$ cat src/rtl/ps2_mouse_tx.sv
module ps2_mouse_tx #(
  parameter int HALF_BIT_CLKS = 2000
) (
  input  logic       clk,
  input  logic       rst_n,
  input  logic       send_i,
  input  logic       btn_left_i,
  input  logic       btn_right_i,
  input  logic       x_sign_i,
  input  logic       y_sign_i,
  input  logic [7:0] x_move_i,
  input  logic [7:0] y_move_i,
  output logic       busy_o,
  output logic       ps2_clk_low_o,
  output logic       ps2_dat_low_o
);

  localparam int DW = (HALF_BIT_CLKS > 1) ? $clog2(HALF_BIT_CLKS) : 1;
  localparam logic [DW-1:0] DIV_LAST = DW'(HALF_BIT_CLKS - 1);

  typedef enum logic [1:0] {S_IDLE, S_FRAME, S_GAP} state_t;

  state_t      state;
  logic [DW-1:0] div;
  logic        low_half;
  logic [3:0]  bit_idx;
  logic [1:0]  byte_idx;
  logic [23:0] payload;
  logic        par;

  logic tick, data_slot, line_bit, payload_bit;

  assign tick        = (div == DIV_LAST);
  assign data_slot   = (bit_idx >= 4'd1) && (bit_idx <= 4'd8);
  assign payload_bit = (byte_idx != 2'd3) ? payload[0] : 1'b0;

  always_comb begin
    if (bit_idx == 4'd0)       line_bit = 1'b0;
    else if (data_slot)        line_bit = payload_bit;
    else if (bit_idx == 4'd9)  line_bit = par;
    else                       line_bit = 1'b1;
  end

  assign busy_o        = (state != S_IDLE);
  assign ps2_clk_low_o = (state == S_FRAME) && low_half;
  assign ps2_dat_low_o = (state == S_FRAME) && !line_bit;

  always_ff @(posedge clk) begin
    if (!rst_n) begin
      state    <= S_IDLE;
      div      <= '0;
      low_half <= 1'b0;
      bit_idx  <= '0;
      byte_idx <= '0;
      payload  <= '0;
      par      <= 1'b1;
    end else begin
      case (state)
        S_IDLE: begin
          if (send_i) begin
            state    <= S_FRAME;
            div      <= '0;
            low_half <= 1'b0;
            bit_idx  <= '0;
            byte_idx <= '0;
            par      <= 1'b1;
            payload  <= {y_move_i, x_move_i,
                         2'b00, y_sign_i, x_sign_i, 1'b1, 1'b0, btn_right_i, btn_left_i};
          end
        end
        S_FRAME: begin
          div <= tick ? '0 : div + 1'b1;
          if (tick) begin
            if (!low_half) begin
              low_half <= 1'b1;
            end else begin
              low_half <= 1'b0;
              if (data_slot) begin
                par <= par ^ line_bit;
                if (byte_idx != 2'd3) payload <= payload >> 1;
              end
              if (bit_idx == 4'd10) begin
                bit_idx <= '0;
                par     <= 1'b1;
                state   <= (byte_idx == 2'd3) ? S_IDLE : S_GAP;
              end else begin
                bit_idx <= bit_idx + 4'd1;
              end
            end
          end
        end
        S_GAP: begin
          div <= tick ? '0 : div + 1'b1;
          if (tick) begin
            if (!low_half) begin
              low_half <= 1'b1;
            end else begin
              low_half <= 1'b0;
              byte_idx <= byte_idx + 2'd1;
              state    <= S_FRAME;
            end
          end
        end
        default: state <= S_IDLE;
      endcase
    end
  end

endmodule

$ cat config.mk
export PLATFORM = sky130hd
export DESIGN_NAME = ps2_mouse_tx
export DESIGN_NICKNAME = d
export VERILOG_FILES = /design/src/rtl/ps2_mouse_tx.sv
export SDC_FILE = /design/constraint.sdc
export NUM_CORES = 1
export LEC_CHECK = 0
export BUFFER_PORTS_ARGS = -buffer_cell sky130_fd_sc_hd__buf_2
export CAP_MARGIN = 20
export CORE_ASPECT_RATIO = 1.2
export CORE_MARGIN = 4
export CORE_UTILIZATION = 35
export DETAILED_ROUTE_END_ITERATION = 10
export GPL_TIMING_DRIVEN = 1
export SYNTH_ARGS = -nofsm -noshare
export SYNTH_HDL_FRONTEND = slang
export SYNTH_SLANG_ARGS = --single-unit
export TNS_END_PERCENT = 1
$ cat constraint.sdc
create_clock -name clk -period 2.5 [get_ports clk]
set_clock_uncertainty 0.05 [all_clocks]
set_input_delay 0.125 -clock clk [delete_from_list [all_inputs] [get_ports clk]]
set_output_delay 0.125 -clock clk [all_outputs]
set_load 0.1 [all_outputs]
==> results of run 1 <==
-- worst paths after layout --
path,cells past startpoint,endpoint,slack [ns]
hold reg to reg,2,byte_idx[1],0.45
setup / recovery,6,ps2_dat_low_o,0.24
hold / removal,3,payload[23],0.07
setup reg to reg,7,bit_idx[3],0.39
-- layout by cell type (no fill, tap or decap), types with 6 or more instances in the layout --
cell type / netlist / routed
sky130_fd_sc_hd__dfxtp_1: 45 / 45
sky130_fd_sc_hd__nand4_1: 8 / 8
sky130_fd_sc_hd__a21oi_1: 39 / 39
sky130_fd_sc_hd__a31oi_1: 21 / 21
sky130_fd_sc_hd__buf_2: 4 / 25
sky130_fd_sc_hd__nand3_1: 63 / 63
sky130_fd_sc_hd__and2_1: 6 / 6
sky130_fd_sc_hd__nand2_1: 24 / 24
sky130_fd_sc_hd__nor2_1: 31 / 31
sky130_fd_sc_hd__buf_4: 0 / 9
sky130_fd_sc_hd__inv_1: 7 / 7
sky130_fd_sc_hd__a22oi_1: 8 / 8
sky130_fd_sc_hd__xnor2_1: 6 / 6
-- per-layer routing --
layer | vias up | GRT usage | part of all wire | wire, um
met2 | 42 | 0.2624 | 0.49 | 3241
met4 | 0 | 0.05195 | 0.015 | 101
met1 | 1175 | 0.1912 | 0.46 | 3085
met3 | 10 | 0.03038 | 0.037 | 247
li1 | 1296 | - | - | -
met5 | - | 0 | 0 | 0
-- sequential cells by signal (all words and copies together), names as in the netlist --
register	cells
payload	24
bit_idx	4
par	1
byte_idx	2
state	2
div	11
low_half	1
-- worst max-delay path: stages (launching register included) --
cell	delay, ns
sky130_fd_sc_hd__dfxtp_1	0.40
sky130_fd_sc_hd__ha_1	0.27
sky130_fd_sc_hd__nand2b_1	0.20
sky130_fd_sc_hd__a21oi_1	0.09
sky130_fd_sc_hd__o32ai_1	0.21
sky130_fd_sc_hd__and2_1	0.19
sky130_fd_sc_hd__buf_2	0.43
-- power by group through the flow --
stage | Combinational [mW] | Clock [mW] | Sequential, mW
4_1_cts | 1.07 | 0.591 | 0.978
3_5_place_dp | 1.07 | 0 | 0.993
2_1_floorplan | 0.831 | 0 | 0.963
3_3_place_gp | 1.06 | 0 | 0.990
6_report | 1.06 | 0.574 | 0.979
5_1_grt | 1.19 | 0.610 | 1.00
-- per-stage QoR --
stage / setup slack [ns] / hold WS, ns
detailed placement: 0.4405 / 0.4034
floorplan: 0.05396 / 0.2600
global route: 0.1559 / 0.07394
global placement: 0.4553 / 0.4049
finish: 0.2380 / 0.06927
CTS: 0.2326 / 0.06170
-- final cells by class --
cell class / instances / area, um^2 / share of cell area
Multi-Input combinational cell: 265 / 1582 / 0.5393
Sequential cell: 45 / 900.9 / 0.3072
Timing Repair Buffer: 34 / 192.7 / 0.06570
Tap cell: 90 / 112.6 / 0.03840
Clock buffer: 5 / 68.82 / 0.02346
Clock inverter: 3 / 46.29 / 0.01578
Inverter: 8 / 30.03 / 0.01024
-- cell families (layout without fill, tap and decap cells) --
kind of cell,count (synthesis),count (layout),synth area share
multiplexers,1,1,0.004281
XOR/XNOR,10,10,0.03330
AND/OR/NAND/NOR,151,151,0.2902
AO/OA/AOI/OAI,97,97,0.2422
flip-flops,45,45,0.3425
buffers and inverters,34,50,0.05899
adder cells (fa/ha/maj),6,6,0.02854
==> metrics list, run 1 <==
- Result of the run: complete, no violations
- In this run the static leakage power is 0.9794 nW.
* Area post-placement: approximately 2800 um^2
- Top cells by count, synth: sky130_fd_sc_hd__nand3_1, sky130_fd_sc_hd__dfxtp_1, sky130_fd_sc_hd__a21oi_1, sky130_fd_sc_hd__nor2_1, sky130_fd_sc_hd__nand2_1
- Routed length per placed instance: 14.83 um
* Reg2Reg Launch Point: state[1]
* Post-route fraction of the period consumed by the critical path: 0.9048
- For this run, the top clock speed supported by timing is 442.1 MHz.
* Source of the worst hold timing path: y_move_i[7]
- Yosys attributes the largest share of cell area to sky130_fd_sc_hd__dfxtp_1, sky130_fd_sc_hd__nand3_1, sky130_fd_sc_hd__a21oi_1, sky130_fd_sc_hd__a31oi_1, sky130_fd_sc_hd__nor2_1.
- Final setup violation count: 0
* Kind of end point of the critical path: output port
- Worst setup path startpoint: byte_idx[0]
* 1st-iter DRT viols: 89
* Pin slew with the least headroom to its limit: 0.4882 ns
- Setup TNS after final layout: 0 ns
- In this run the worst path has a maximum fanout of 4.
- For this run, the number of Yosys warnings is 0.
- Cell with the most instances after synthesis: sky130_fd_sc_hd__nand3_1
- Once detail routing completed, the nets flagged for antenna violations numbered 0.
* CTS Buffer Depth: 2
- Total core area: a little over 7000 um^2
- Setup repair after global routing missed its margin: false
- Count of placed standard cells including taps: 442
* Initial core utilization: 0.3615
- The count of cells in the finished layout, fillers not included, comes to between 400 and 500.
* Startpoint types: flip-flop
* DRT Pass-1 Iters: 4
- Cells resized by post-CTS repair: 0
- Dividing the detail-routed via count by the number of cells gives 5.607.
* Number of antenna repair diodes: 0
* NetSw: 1.117 mW
- Post-synthesis instance area: 2630 um^2
- Largest vdd supply drop: around 510 uV
- Post-detailed-routing wire length: 6.675 mm
* Antenna violations before repair: 0
- Input and output buffers added on the ports amount to 25.
- The final hold violation count is 0.
- Synthesis inferred 45 register bits.
- Row generation in the floorplan step produced 34 rows.
* DPL Wire Length: approximately 4.4 mm
- The tightest min-delay check is of the input port to flip-flop type.
- The share of the Yosys chip area taken by registers is 0.3425.
- The total overflow left after global routing is 0.
- Post-route cell area: 2933 um^2
- Internal power comes to 1.500 mW.
- Portion of total power attributed to the clock network: 0.219
- For this run, the share of the core covered by cells in the final layout is 0.4032.
* Layout area overhead: 11.51%
- The tool flagged a number of max-cap violations equal to 0.
- TritonCTS built the clock tree.
- Die footprint: 8971 um^2
- Proportion of netlist area held by the largest area contributor: 0.3425
- Die width: ~87 um
- Dominant register cell in the synthesized netlist: sky130_fd_sc_hd__dfxtp_1
- Post-synthesis cell type with the largest combined area: sky130_fd_sc_hd__dfxtp_1
- Post-layout nets: approximately 390
- The critical path is of the flip-flop to output port type.
- In this run the clock root is driven by a sky130_fd_sc_hd__clkbuf_8.
- In the routed design, unresolved DRC markers number 0.
- Share of flip-flops with an asynchronous set or reset: 0
- EDFF count, synth: 0
* Routed vias: 2,523
- Synthesis produced a netlist with a net count of 373.
- Switching Fraction: 0.4268
- Clock slew seen by the registers of the worst setup and hold paths: 0.09 ns
- Slew Limit Fails: 0
- Fin crit period: 2.262 ns
* Required time of the critical path: 2.33 ns
- Post-CTS Repair Setup Buffers: 0
* Pin count of the biggest net entering global routing: 46
- The first global-routing pass estimated 11.12 mm of wire.
* Clk sink count: 45
* Combinational share of power: 0.406
* Count of boundary I/O pins: 26
* Flop pwr share: 0.374
- Routability congestion estimate from global placement: 0.8073
- Via count of the first global-routing pass: 2,334
- Synthesis produced 344 cells.
* Post-Syn Area per Cell: roughly 7.6 um^2
* Depth of the CTS H-tree: 2
- Hold_buf cts: 0
* P per Cell Area: 892.0 nW/um^2
* Share of cells above drive strength 1: 0.1611
- The design draws 2.616 mW.
* Number of buffers created by CTS: 5
* Number of different library cells in the post-synthesis netlist: 53
- Data arrives at the worst endpoint at 2.09 ns.
* Fill cell total of the finished layout: 751
- Measured against its own limit, the worst slew margin works out to 0.6767.
* Global-route total usage across every layer: 0.1530
- In this run the vertical extent of the chip is about 100 um.
- For the worst-skew pair, the clock arrives at the later sink with an insertion delay of 0.31 ns.
(Power assumes the default switching activity.)
==> inputs of run 2 (changes only) <==
PLACE_DENSITY = 0.52   (was unset)
==> metrics list, run 2 (synthesis results as in run 1) <==
* Depth of the CTS H-tree: 2 (unchanged)
- The count of pins over their slew limit came to 0 (unchanged).
* Post-CTS Repair Setup Buffers: 0 (unchanged)
- Final number of hold-violating endpoints: 0 (unchanged)
- The maximum number of pins on one net before global-route repair came to 46 (unchanged).
- Worst setup margin: 0.2693 ns (+0.03130 ns)
- Top library cells by usage in the layout, fill and taps aside: sky130_fd_sc_hd__nand3_1, sky130_fd_sc_hd__dfxtp_1, sky130_fd_sc_hd__a21oi_1, sky130_fd_sc_hd__nor2_1, sky130_fd_sc_hd__buf_2
- The clock sink count came to 45 (unchanged).
- Layout area overhead: 11.28%
- The buffer and inverter count on the worst path was 1 (unchanged).
* Clock Root Buffer: sky130_fd_sc_hd__clkbuf_8
* Worst-path maximum fanout: 4 (unchanged)
- Count of boundary I/O pins: 26 (unchanged)
- The sum of overflow across all layers after global routing is 0 (unchanged).
* Critical-path cell with the highest stage delay: sky130_fd_sc_hd__buf_2
- 1st-iter DRT viols: 214 (+140%)
- Routability congestion estimate from global placement: 0.8011 (-0.77%)
- Die outline height: 103.0 um (unchanged)
* Die width: 87.13 um (unchanged)
- DRT Pass-1 Iters: 4 (unchanged)
- Clock slew seen by the registers of the worst setup and hold paths: 0.09 ns (about the same)
- Final setup violation count: 0 (unchanged)
- Routed length per placed instance: 14.80 um (-0.26%)
- STA classifies the critical path endpoint as an output port.
- The number of vias per cell after detailed routing was 5.768 (+2.9%).
* Residual DRC count: 0 (unchanged)
* Port-buffer cells: 25 (unchanged)
* Setup TNS after final layout: 0 ns (unchanged)
- Fin crit period: 2.231 ns (-0.03130 ns)
* Post-layout nets: 387 (-0.26%)
* Number of flip-flops in the largest register: 24 (unchanged)
* Data arrival time of the critical path: 2.06 ns (-0.03 ns)
- Cells traversed along the worst timing path: ha_1 > nand2b_1 > a21oi_1 > o32ai_1 > and2_1 > buf_2
* Cells resized by post-CTS repair: 0 (unchanged)
- Final design utilization: 0.4023 (-0.0008600)
- The final cycle utilization of the critical path was 0.8923 (-0.01252).
* Top flop regs: payload: 24 flops, div: 11 flops, bit_idx: 4 flops
- The number of buffers inserted by hold repair at cts is 0 (unchanged).
- The actual transition at the worst max-transition pin came to 0.4854 ns (-0.002787 ns).
- Worst skew pair latency: 0.30 ns (about the same)
- Fmax: 448.3 MHz (+1.4%)
- Routed vias: 2,590 (+2.7%)
* P per Cell Area: 893.2 nW/um^2 (+0.13%)
* Share of cells above drive strength 1: 0.1560 (-0.005122)
- The tightest min-delay check is of the input port to flip-flop type.
- The antenna diode count was 0 (unchanged).
- Detail Route Antenna Nets: 0 (unchanged)
* Startpoint types: flip-flop
* Required time of the critical path: 2.33 ns (about the same)
- Number of buffers created by CTS: 5 (unchanged)
* Total number of placement rows: 34 (unchanged)
* Worst setup slack after placement: 0.3990 ns (-0.04152 ns)
- Total core area: 7274 um^2 (unchanged)
* Setup repair after global routing missed its margin: false
- The aggregate routed wire length came to 6.643 mm (-0.48%).
- Crit path largest cell delay: 0.42 ns (about the same)
- Cell type group with the largest total delay on the critical path: buffers and inverters
- Result of the run: complete, no violations
- The count of max-cap constraint violations came to 0 (unchanged).
- The first-pass GRT wire length came to 10.94 mm (-1.7%).
* DPL Wire Length: 4.378 mm (-0.82%)
* Initial core utilization: 0.3615 (unchanged)
- Die footprint: 8971 um^2 (unchanged)
- The highest ir drop seen on vdd was 528.4 uV (+3.3%).
- The minimum setup slack among reg-to-reg paths is 0.39 ns (about the same).
- Global-route total usage across every layer: 0.1500 (-0.003049)
* Largest register by flop count: payload
- TritonCTS built the clock tree.
* CP Class: flip-flop to output port
- Leakage: 0.9787 nW (about the same)
* CTS Buffer Depth: 2 (unchanged)
- Commonest non-fill, non-tap cell in the layout: sky130_fd_sc_hd__nand3_1
- The via count of the first global-routing pass came to 2,282 (-2.2%).
- The relative max-transition margin was 0.6786 (+0.001845).
- The number of antenna violations at the first check in global routing is 0 (unchanged).
-- run 2: changes by cell type in the layout (fill, tap and decap cells not counted) --
cell / change
sky130_fd_sc_hd__buf_4: -1
sky130_fd_sc_hd__clkbuf_1: +1
sky130_fd_sc_hd__clkbuf_8: +1
sky130_fd_sc_hd__clkinv_4: -1
sky130_fd_sc_hd__clkinvlp_4: -1
-- run 2: area by class of cell --
| class | instances | area (um^2) |
|---|---|---|
| fillers | 774 | 4348 |
| multi-input cells | 265 | 1582 |
| flip-flops and latches | 45 | 900.9 |
| repair buffers | 33 | 185.2 |
| well taps | 90 | 112.6 |
| clock buffers | 7 | 86.33 |
| clock inverters | 1 | 30.03 |
| inverters | 8 | 30.03 |
-- run 2: layer usage --
layer | routed length (um) | track usage | up-vias
met5 | 0 | 0 | -
met3 | 283 | 0.02558 | 6
met4 | 76 | 0.04368 | 0
met1 | 3017 | 0.1875 | 1245
met2 | 3266 | 0.2636 | 49
li1 | - | - | 1290
-- run 2: worst reg2reg max path, delay by kind of cell (launching register included) --
kind,cells,cell delay [ns]
compound gates,3,0.56
fa+ha+maj,1,0.22
buf+inv,2,0.28
flops,1,0.38
simple gates,1,0.55
-- run 2: metrics by stage --
step | cells | cell area (um^2) | hold slack (ns) | power, mW
after floorplan | 344 | 2630 | 0.2600 | 1.794
after global placement | 441 | 2810 | 0.4065 | 2.066
after detailed placement | 441 | 2810 | 0.4042 | 2.068
after CTS | 449 | 2927 | 0.07495 | 2.648
after global routing | 449 | 2927 | 0.09346 | 2.800
final | 449 | 2927 | 0.08677 | 2.614
-- run 2: power breakdown --
part | internal (mW) | leakage (nW) | switching (mW)
clock network | 0.326 | 0.0585 | 0.244
logic | 0.347 | 0.554 | 0.717
registers | 0.853 | 0.366 | 0.127
-- run 2: final timing paths --
kind / startpoint / end / depth (start not counted)
max: byte_idx[0] / ps2_dat_low_o / 6
min: y_move_i[7] / payload[23] / 3
max reg2reg: state[1] / bit_idx[3] / 7
min reg2reg: byte_idx[1] / byte_idx[1] / 2
